===== src/rtl/tmr_pkg.sv =====
// Package: shared constants for the compare/capture timer.
// Assumes: bit positions below are software-visible and must not move.
package tmr_pkg;
    localparam int CTRL_W   = 15;
    localparam int RATIO_W  = 3;
    localparam int EVT_W    = 3;

    // control field positions
    localparam int C_RUN    = 0;
    localparam int C_RELOAD = 1;
    localparam int C_RATIO  = 2;
    localparam int C_PREEN  = 5;
    localparam int C_CMPEN  = 6;
    localparam int C_IDLE   = 7;
    localparam int C_EDGE   = 8;
    localparam int C_TRIG   = 10;
    localparam int C_TOGGLE = 12;
    localparam int C_HOLD   = 13;
    localparam int C_GPO    = 14;

    // event bit positions in status and enable vectors
    localparam int E_MATCH  = 0;
    localparam int E_OVF    = 1;
    localparam int E_CAPT   = 2;

    // register word addresses
    localparam logic [3:0] A_CTRL  = 4'd0;
    localparam logic [3:0] A_CNT   = 4'd1;
    localparam logic [3:0] A_LOAD  = 4'd2;
    localparam logic [3:0] A_CMP   = 4'd3;
    localparam logic [3:0] A_CAPT  = 4'd4;
    localparam logic [3:0] A_STAT  = 4'd5;
    localparam logic [3:0] A_ENSET = 4'd6;
    localparam logic [3:0] A_ENCLR = 4'd7;

    typedef enum logic [1:0] {
        TRIG_NONE = 2'd0,
        TRIG_OVF  = 2'd1,
        TRIG_BOTH = 2'd2,
        TRIG_RSVD = 2'd3
    } trig_e;
endpackage


===== src/rtl/tmr_prescaler.sv =====
// Module: tick generator. With the divider off every running clock is a
// tick; with it on, one tick per 2^(ratio+1) clocks.
// Assumes: restart is a one-clock pulse on control writes.
module tmr_prescaler #(
    parameter int RATIO_W = 3
) (
    input  logic               clk,
    input  logic               rst_n,
    input  logic               run,
    input  logic               pre_en,
    input  logic [RATIO_W-1:0] ratio,
    input  logic               restart,
    output logic               tick
);
    localparam int PC_W = 1 << RATIO_W;

    logic [PC_W-1:0] div_q;
    logic [PC_W-1:0] last;

    // terminal divider value for the selected ratio
    always_comb last = (PC_W'(2) << ratio) - PC_W'(1);

    // tick decision for this clock
    always_comb tick = run && (!pre_en || (div_q == last));

    // divider count, restarted on control writes or while halted
    always_ff @(posedge clk) begin
        if (!rst_n || restart || !run) begin
            div_q <= '0;
        end else if (pre_en) begin
            div_q <= (div_q == last) ? '0 : div_q + PC_W'(1);
        end
    end
endmodule


===== src/rtl/tmr_counter.sv =====
// Module: main up-counter with wrap handling and compare detection.
// Assumes: a software write and a tick in one clock resolve to the write.
module tmr_counter #(
    parameter int W = 32
) (
    input  logic         clk,
    input  logic         rst_n,
    input  logic         tick,
    input  logic         reload_en,
    input  logic [W-1:0] load_val,
    input  logic         cmp_en,
    input  logic [W-1:0] cmp_val,
    input  logic         wr_cnt,
    input  logic [W-1:0] wr_val,
    output logic [W-1:0] count,
    output logic         ovf_evt,
    output logic         match_evt,
    output logic         stop_req
);
    logic at_max;

    // event decode from the value held before this tick
    always_comb begin
        at_max    = &count;
        ovf_evt   = tick && at_max;
        match_evt = tick && cmp_en && (count == cmp_val);
        stop_req  = ovf_evt && !reload_en;
    end

    // counter register update
    always_ff @(posedge clk) begin
        if (!rst_n) begin
            count <= '0;
        end else if (wr_cnt) begin
            count <= wr_val;
        end else if (tick) begin
            if (at_max) begin
                count <= reload_en ? load_val : '0;
            end else begin
                count <= count + W'(1);
            end
        end
    end
endmodule


===== src/rtl/tmr_capture.sv =====
// Module: input synchroniser, edge selector and capture register.
// Assumes: cap_in is asynchronous; SYNC_ST >= 1 flops precede detection.
module tmr_capture #(
    parameter int W       = 32,
    parameter int SYNC_ST = 2
) (
    input  logic         clk,
    input  logic         rst_n,
    input  logic         cap_in,
    input  logic [1:0]   edge_sel,
    input  logic         hold_mode,
    input  logic         flag_set,
    input  logic [W-1:0] count,
    output logic [W-1:0] cap_val,
    output logic         cap_evt
);
    logic [SYNC_ST-1:0] sync_q;
    logic               prev_q;
    logic               cur;
    logic               rise;
    logic               fall;
    logic               store;

    generate
        if (SYNC_ST == 1) begin : g_sync1
            // single-stage synchroniser
            always_ff @(posedge clk) begin
                if (!rst_n) sync_q <= '0;
                else        sync_q <= cap_in;
            end
        end else begin : g_syncn
            // multi-stage synchroniser shift chain
            always_ff @(posedge clk) begin
                if (!rst_n) sync_q <= '0;
                else        sync_q <= {sync_q[SYNC_ST-2:0], cap_in};
            end
        end
    endgenerate

    // previous synchronised level for edge detection
    always_ff @(posedge clk) begin
        if (!rst_n) prev_q <= 1'b0;
        else        prev_q <= sync_q[SYNC_ST-1];
    end

    // edge qualification against the selected polarity
    always_comb begin
        cur     = sync_q[SYNC_ST-1];
        rise    = cur && !prev_q;
        fall    = !cur && prev_q;
        cap_evt = (edge_sel[0] && rise) || (edge_sel[1] && fall);
        store   = cap_evt && !(hold_mode && flag_set);
    end

    // capture register load
    always_ff @(posedge clk) begin
        if (!rst_n)     cap_val <= '0;
        else if (store) cap_val <= count;
    end
endmodule


===== src/rtl/tmr_outgen.sv =====
// Module: output pin generator with toggle and one-clock pulse styles.
// Assumes: events are single-clock strobes from the counter.
module tmr_outgen (
    input  logic       clk,
    input  logic       rst_n,
    input  logic       restart,
    input  logic       ovf_evt,
    input  logic       match_evt,
    input  logic [1:0] trig_sel,
    input  logic       toggle_mode,
    input  logic       idle_lvl,
    input  logic       gpo_mode,
    output logic       pin
);
    import tmr_pkg::*;

    logic evt;
    logic tog_q;
    logic pulse_q;

    // event selection by trigger mode
    always_comb begin
        unique case (trig_e'(trig_sel))
            TRIG_OVF:  evt = ovf_evt;
            TRIG_BOTH: evt = ovf_evt || match_evt;
            default:   evt = 1'b0;
        endcase
    end

    // toggle and pulse state
    always_ff @(posedge clk) begin
        if (!rst_n || restart) begin
            tog_q   <= 1'b0;
            pulse_q <= 1'b0;
        end else begin
            tog_q   <= tog_q ^ evt;
            pulse_q <= evt;
        end
    end

    // pin level
    always_comb begin
        if (gpo_mode) pin = idle_lvl;
        else          pin = idle_lvl ^ (toggle_mode ? tog_q : pulse_q);
    end
endmodule


===== src/rtl/cmp_cap_timer.sv =====
// Module: top of the compare/capture timer: register file, status and
// enable vectors, interrupt, and the counting datapath.
// Assumes: single-cycle register writes, combinational reads, one clock.
module cmp_cap_timer #(
    parameter int W       = 32,
    parameter int SYNC_ST = 2
) (
    input  logic         clk,
    input  logic         rst_n,
    input  logic         wr_en,
    input  logic [3:0]   addr,
    input  logic [W-1:0] wdata,
    output logic [W-1:0] rdata,
    input  logic         cap_in,
    output logic         pwm_out,
    output logic         irq
);
    import tmr_pkg::*;

    logic [CTRL_W-1:0] ctrl_q;
    logic [W-1:0]      load_q;
    logic [W-1:0]      cmp_q;
    logic [EVT_W-1:0]  stat_q;
    logic [EVT_W-1:0]  en_q;
    logic [W-1:0]      count;
    logic [W-1:0]      cap_val;
    logic              tick;
    logic              ovf_evt;
    logic              match_evt;
    logic              cap_evt;
    logic              stop_req;
    logic              wr_ctrl;
    logic              wr_cnt;
    logic [EVT_W-1:0]  hw_evt;

    // write strobes per register
    always_comb begin
        wr_ctrl = wr_en && (addr == A_CTRL);
        wr_cnt  = wr_en && (addr == A_CNT);
        hw_evt  = '0;
        hw_evt[E_MATCH] = match_evt;
        hw_evt[E_OVF]   = ovf_evt;
        hw_evt[E_CAPT]  = cap_evt;
    end

    // control register; hardware clears run after a non-reloading wrap
    always_ff @(posedge clk) begin
        if (!rst_n)          ctrl_q <= '0;
        else if (wr_ctrl)    ctrl_q <= wdata[CTRL_W-1:0];
        else if (stop_req)   ctrl_q[C_RUN] <= 1'b0;
    end

    // load and compare registers
    always_ff @(posedge clk) begin
        if (!rst_n) begin
            load_q <= '0;
            cmp_q  <= '0;
        end else if (wr_en) begin
            if (addr == A_LOAD) load_q <= wdata;
            if (addr == A_CMP)  cmp_q  <= wdata;
        end
    end

    // sticky status with write-one-to-clear; new events win
    always_ff @(posedge clk) begin
        if (!rst_n) begin
            stat_q <= '0;
        end else if (wr_en && (addr == A_STAT)) begin
            stat_q <= (stat_q & ~wdata[EVT_W-1:0]) | hw_evt;
        end else begin
            stat_q <= stat_q | hw_evt;
        end
    end

    // enable mask through separate set and clear addresses
    always_ff @(posedge clk) begin
        if (!rst_n) begin
            en_q <= '0;
        end else if (wr_en && (addr == A_ENSET)) begin
            en_q <= en_q | wdata[EVT_W-1:0];
        end else if (wr_en && (addr == A_ENCLR)) begin
            en_q <= en_q & ~wdata[EVT_W-1:0];
        end
    end

    // read multiplexer
    always_comb begin
        unique case (addr)
            A_CTRL:  rdata = {{(W-CTRL_W){1'b0}}, ctrl_q};
            A_CNT:   rdata = count;
            A_LOAD:  rdata = load_q;
            A_CMP:   rdata = cmp_q;
            A_CAPT:  rdata = cap_val;
            A_STAT:  rdata = {{(W-EVT_W){1'b0}}, stat_q};
            A_ENSET,
            A_ENCLR: rdata = {{(W-EVT_W){1'b0}}, en_q};
            default: rdata = '0;
        endcase
    end

    // interrupt request from masked status
    always_comb irq = |(stat_q & en_q);

    tmr_prescaler #(.RATIO_W(RATIO_W)) u_pre (
        .clk     (clk),
        .rst_n   (rst_n),
        .run     (ctrl_q[C_RUN]),
        .pre_en  (ctrl_q[C_PREEN]),
        .ratio   (ctrl_q[C_RATIO +: RATIO_W]),
        .restart (wr_ctrl),
        .tick    (tick)
    );

    tmr_counter #(.W(W)) u_cnt (
        .clk       (clk),
        .rst_n     (rst_n),
        .tick      (tick),
        .reload_en (ctrl_q[C_RELOAD]),
        .load_val  (load_q),
        .cmp_en    (ctrl_q[C_CMPEN]),
        .cmp_val   (cmp_q),
        .wr_cnt    (wr_cnt),
        .wr_val    (wdata),
        .count     (count),
        .ovf_evt   (ovf_evt),
        .match_evt (match_evt),
        .stop_req  (stop_req)
    );

    tmr_capture #(.W(W), .SYNC_ST(SYNC_ST)) u_cap (
        .clk       (clk),
        .rst_n     (rst_n),
        .cap_in    (cap_in),
        .edge_sel  (ctrl_q[C_EDGE +: 2]),
        .hold_mode (ctrl_q[C_HOLD]),
        .flag_set  (stat_q[E_CAPT]),
        .count     (count),
        .cap_val   (cap_val),
        .cap_evt   (cap_evt)
    );

    tmr_outgen u_out (
        .clk         (clk),
        .rst_n       (rst_n),
        .restart     (wr_ctrl),
        .ovf_evt     (ovf_evt),
        .match_evt   (match_evt),
        .trig_sel    (ctrl_q[C_TRIG +: 2]),
        .toggle_mode (ctrl_q[C_TOGGLE]),
        .idle_lvl    (ctrl_q[C_IDLE]),
        .gpo_mode    (ctrl_q[C_GPO]),
        .pin         (pwm_out)
    );
endmodule


===== config.mk =====
export PLATFORM = sky130hd
export DESIGN_NAME = cmp_cap_timer
export DESIGN_NICKNAME = d
export VERILOG_FILES = /design/src/rtl/tmr_pkg.sv /design/src/rtl/tmr_prescaler.sv /design/src/rtl/tmr_counter.sv /design/src/rtl/tmr_capture.sv /design/src/rtl/tmr_outgen.sv /design/src/rtl/cmp_cap_timer.sv
export SDC_FILE = /design/constraint.sdc
export NUM_CORES = 1
export LEC_CHECK = 0
export BUFFER_PORTS_ARGS = -buffer_cell sky130_fd_sc_hd__clkbuf_2
export CAP_MARGIN = 40
export CORE_UTILIZATION = 55
export DETAILED_ROUTE_END_ITERATION = 8
export PLACE_DENSITY = 0.74
export SETUP_SLACK_MARGIN = 0.4
export SLEW_MARGIN = 25
export SYNTH_ARGS = -nofsm -noshare
export SYNTH_HDL_FRONTEND = slang
export SYNTH_SLANG_ARGS = --single-unit

===== constraint.sdc =====
create_clock -name clk -period 2.7 [get_ports clk]
set_input_delay 0.54 -clock clk [delete_from_list [all_inputs] [get_ports clk]]
set_output_delay 0.54 -clock clk [all_outputs]
set_load 0.03 [all_outputs]

==> summary.txt <==
Run status
  – Outcome: complete, no violations

Clock tree
  – CTS Root Cell: clkbuf_16
  – Worst-path clk slew: 0.06 ns
  – Clock Latency Late Sink: 0.44 ns
  – Hold buffers post-CTS: 0
  – Total CTS buffers: 17
  – CTS Sinks: 162
  – H-tree lvl count: 4
  – Buffers from clock root to sink, at most: 2
  – TritonCTS clock tree: done

Route
  – WL per Instance: 21.09 um
  – Post-route ant nets: 0
  – Vias per cell: 6.422
  – Routed WL: 29,840 um
  – Drt drc: 0
  – DR pass1 iterations: 6
  – Initial detailed-routing violation count: 1,015
  – DR vias: 9,087

Floorplan
  – # IOs: 74
  – Die ar.: 0.01604 mm^2
  – Core Area: 0.01520 mm^2
  – Die Width: 126.6 um
  – DIE HEIGHT: 126.6 um
  – Initial Utilization: 56.20%
  – Core Rows: 45

STA
  – Final min period: 2.405 ns
  – Hold Violations, Final: 0
  – Slew HR: 52.51%
  – Worst slew pin tran: 0.7049 ns
  – Pins Over Slew Limit: 0
  – Fin Setup TNS: 0 ns
  – RSZ-0062 raised after global routing: yes
  – Crit share post-route: 89.08%
  – Highest clock rate: 415.8 MHz
  – Final Setup Violations: 0
  – Clock Skews: 0.006513 ns

Layout
  – Seq. cell area: 0.003259 mm^2
  – Nets: 1,258
  – Finished Cell Area: 0.01048 mm^2
  – Fill cells: 1,297
  – Fin cells: 1,415
  – Area occupied by multi-input gates: 0.005126 mm^2
  – Layout cells sized above 1: 22.90%
  – Total inserted antenna cells: 0
  – Area grow syn2layout: 22.64%

Placed design
  – Dpl cells: 1,371
  – Placer Congestion: 0.9736
  – Placement Cell Area: 0.009419 mm^2
  – Port Buffers: 73
  – HPWL reported at the end of detailed placement: 20,070 um

Logic synthesis
  – Distinct cells, synth: 71
  – Gate Count Post-Synth: 1,134
  – Synthesized cell area: 0.008543 mm^2
  – Ys async rst share: 0%
  – Yosys warns: 0
  – Most common cell in the netlist: nand2_1
  – Post-synth EDFFs: 0
  – Syn_area_per_cell: 7.534 um^2
  – Mapped Nets: 1,178
  – Yosys reg bits: 162
  – Sequential area share after synthesis: 37.96%
  – Most area-hungry cell type in the Yosys netlist: dfxtp_1
  – Primary FF master, synth: dfxtp_1
  – Post-synth top cells: 316 x nand2_1, 162 x dfxtp_1, 131 x a21oi_1, 70 x clkbuf_1, 56 x a22oi_1
  – Synth top area cells: dfxtp_1 38%, nand2_1 14%, a21oi_1 7.7%
  – Top cell type's share of synthesized area: 37.96%

Power and ir drop
  – Peak supply drop: 0.4646 mV
  – Power per cell area: 513.3 mW/mm^2
  – Leakage power: 3.889 nW
  – Power Total: 0.005379 W

Critical path
  – CP Launch Type: primary input
  – Worst-path maximum fanout: 10
  – Worst Path Class, Setup: primary input to output pin
  – CP Capture Type: output pin
  – WP data required: 2.16 ns
  – Critical path arrival: 1.87 ns

Hold path
  – Class of the tightest hold or removal check: primary input to register

Global route
  – Largest net degree at the start of global routing: 65
  – Initial antenna violation count: 0
  – GRT Overall Usage: 37.47%
  – Vias in the first global route: 8,296
  – First-pass GRT wire length: 46,110 um
  – GR Overflow Total: 0

Job
  – Max-cap violations: 0
==> final cells by class <==
cell class | instances | share of cell area, %
multi-input cells | 867 | 48.93
flip-flops and latches | 162 | 31.11
repair buffers | 156 | 11.40
clock buffers | 21 | 4.490
well taps | 188 | 2.245
clock inverters | 11 | 1.457
inverters | 10 | 0.3702
==> kinds of logic after synthesis <==
| family | count (synthesis) | share of synthesized area [%] |
|---|---|---|
| xor gates and xnor gates | 52 | 5.331 |
| buffers and inverters | 108 | 5.536 |
| muxes | 12 | 1.479 |
| and+or+nand+nor | 481 | 25.15 |
| AOI/OAI and AO/OA | 315 | 23.96 |
| adders and majority gates | 4 | 0.5858 |
| DFF | 162 | 37.96 |
==> state kept, by name, indices dropped and copies added (netlist names), named ones only <==
signal,count
cmp_q,32
u_out.tog_q,1
u_cap.cap_val,32
u_out.pulse_q,1
u_cap.prev_q,1
stat_q,3
u_pre.div_q,8
u_cap.sync_q,2
u_cnt.count,32
load_q,32
ctrl_q,15
==> layer usage <==
layer / routed length (um) / GRT usage (%)
met3: 3208 / 7.550
met4: 1143 / 16.37
met5: 0 / 0
met2: 13250 / 57.33
met1: 12240 / 51.21
==> path summary, 6_finish.rpt <==
path	startpoint	to	slack [ns]	depth (start not counted)
worst max-delay path	addr[1]	rdata[12]	0.29	8
worst min-delay path	cap_in	u_cap.sync_q[0]$_SDFF_PN0_	0.31	2
worst max register to register	u_cnt.count[16]$_SDFFE_PN0P_	u_out.tog_q$_SDFF_PP0_	0.39	8
worst min register to register	u_cap.sync_q[0]$_SDFF_PN0_	u_cap.sync_q[1]$_SDFF_PN0_	0.44	1
==> critical path: stages <==
cell and delay (ns):
buf_4 0.15, nor2b_2 0.16, nor2b_4 0.13, buf_12 0.14
buf_8 0.14, a22oi_1 0.26, o21ai_2 0.13, clkbuf_4 0.20
==> cells in the final DEF, fill, tap and decap left out, drive strengths merged, types with 10 or more instances in the layout <==
cell type,Yosys,final
xnor2,34,34
dfxtp,162,162
a311oi,10,10
a22oi,56,56
and3,19,19
a21oi,131,131
inv,10,10
clkbuf,71,83
nand3,35,35
buf,27,93
nand2,317,318
and2,13,15
nand4,23,23
nor2,37,37
o21ai,42,42
nor3,10,10
xor2,18,18
a211oi,11,11
==> power breakdown <==
| group | total [W] | internal [W] | switching (W) | leakage, nW |
|---|---|---|---|---|
| clock | 0.00257 | 0.00154 | 0.00104 | 0.308 |
| combinational | 0.000360 | 0.000126 | 0.000234 | 2.27 |
| sequential | 0.00245 | 0.00241 | 0.0000323 | 1.31 |
==> metrics by stage <==
stage / util (%) / hold slack (ns) / worst slack [ns]
finish: 68.92 / 0.3087 / 0.2950
CTS: 67.05 / 0.2934 / 0.3758
global route: 68.92 / 0.2956 / 0.3060
detailed placement: 61.96 / 0.4328 / 0.1513
global placement: 61.88 / 0.4178 / 0.2061
floorplan: - / 0.4119 / 0.4015
==> what timing repair did <==
| item | 4_1_cts | 5_1_grt |
|---|---|---|
| gates resized for setup | 26 | 76 |
| setup buffers | 1 | 5 |
| endpoints found under the setup margin | 66 | 67 |
| gates cloned | 4 | 2 |
| pin swaps | 4 | 13 |
No activity file was read; power rests on OpenSTA's default activity.
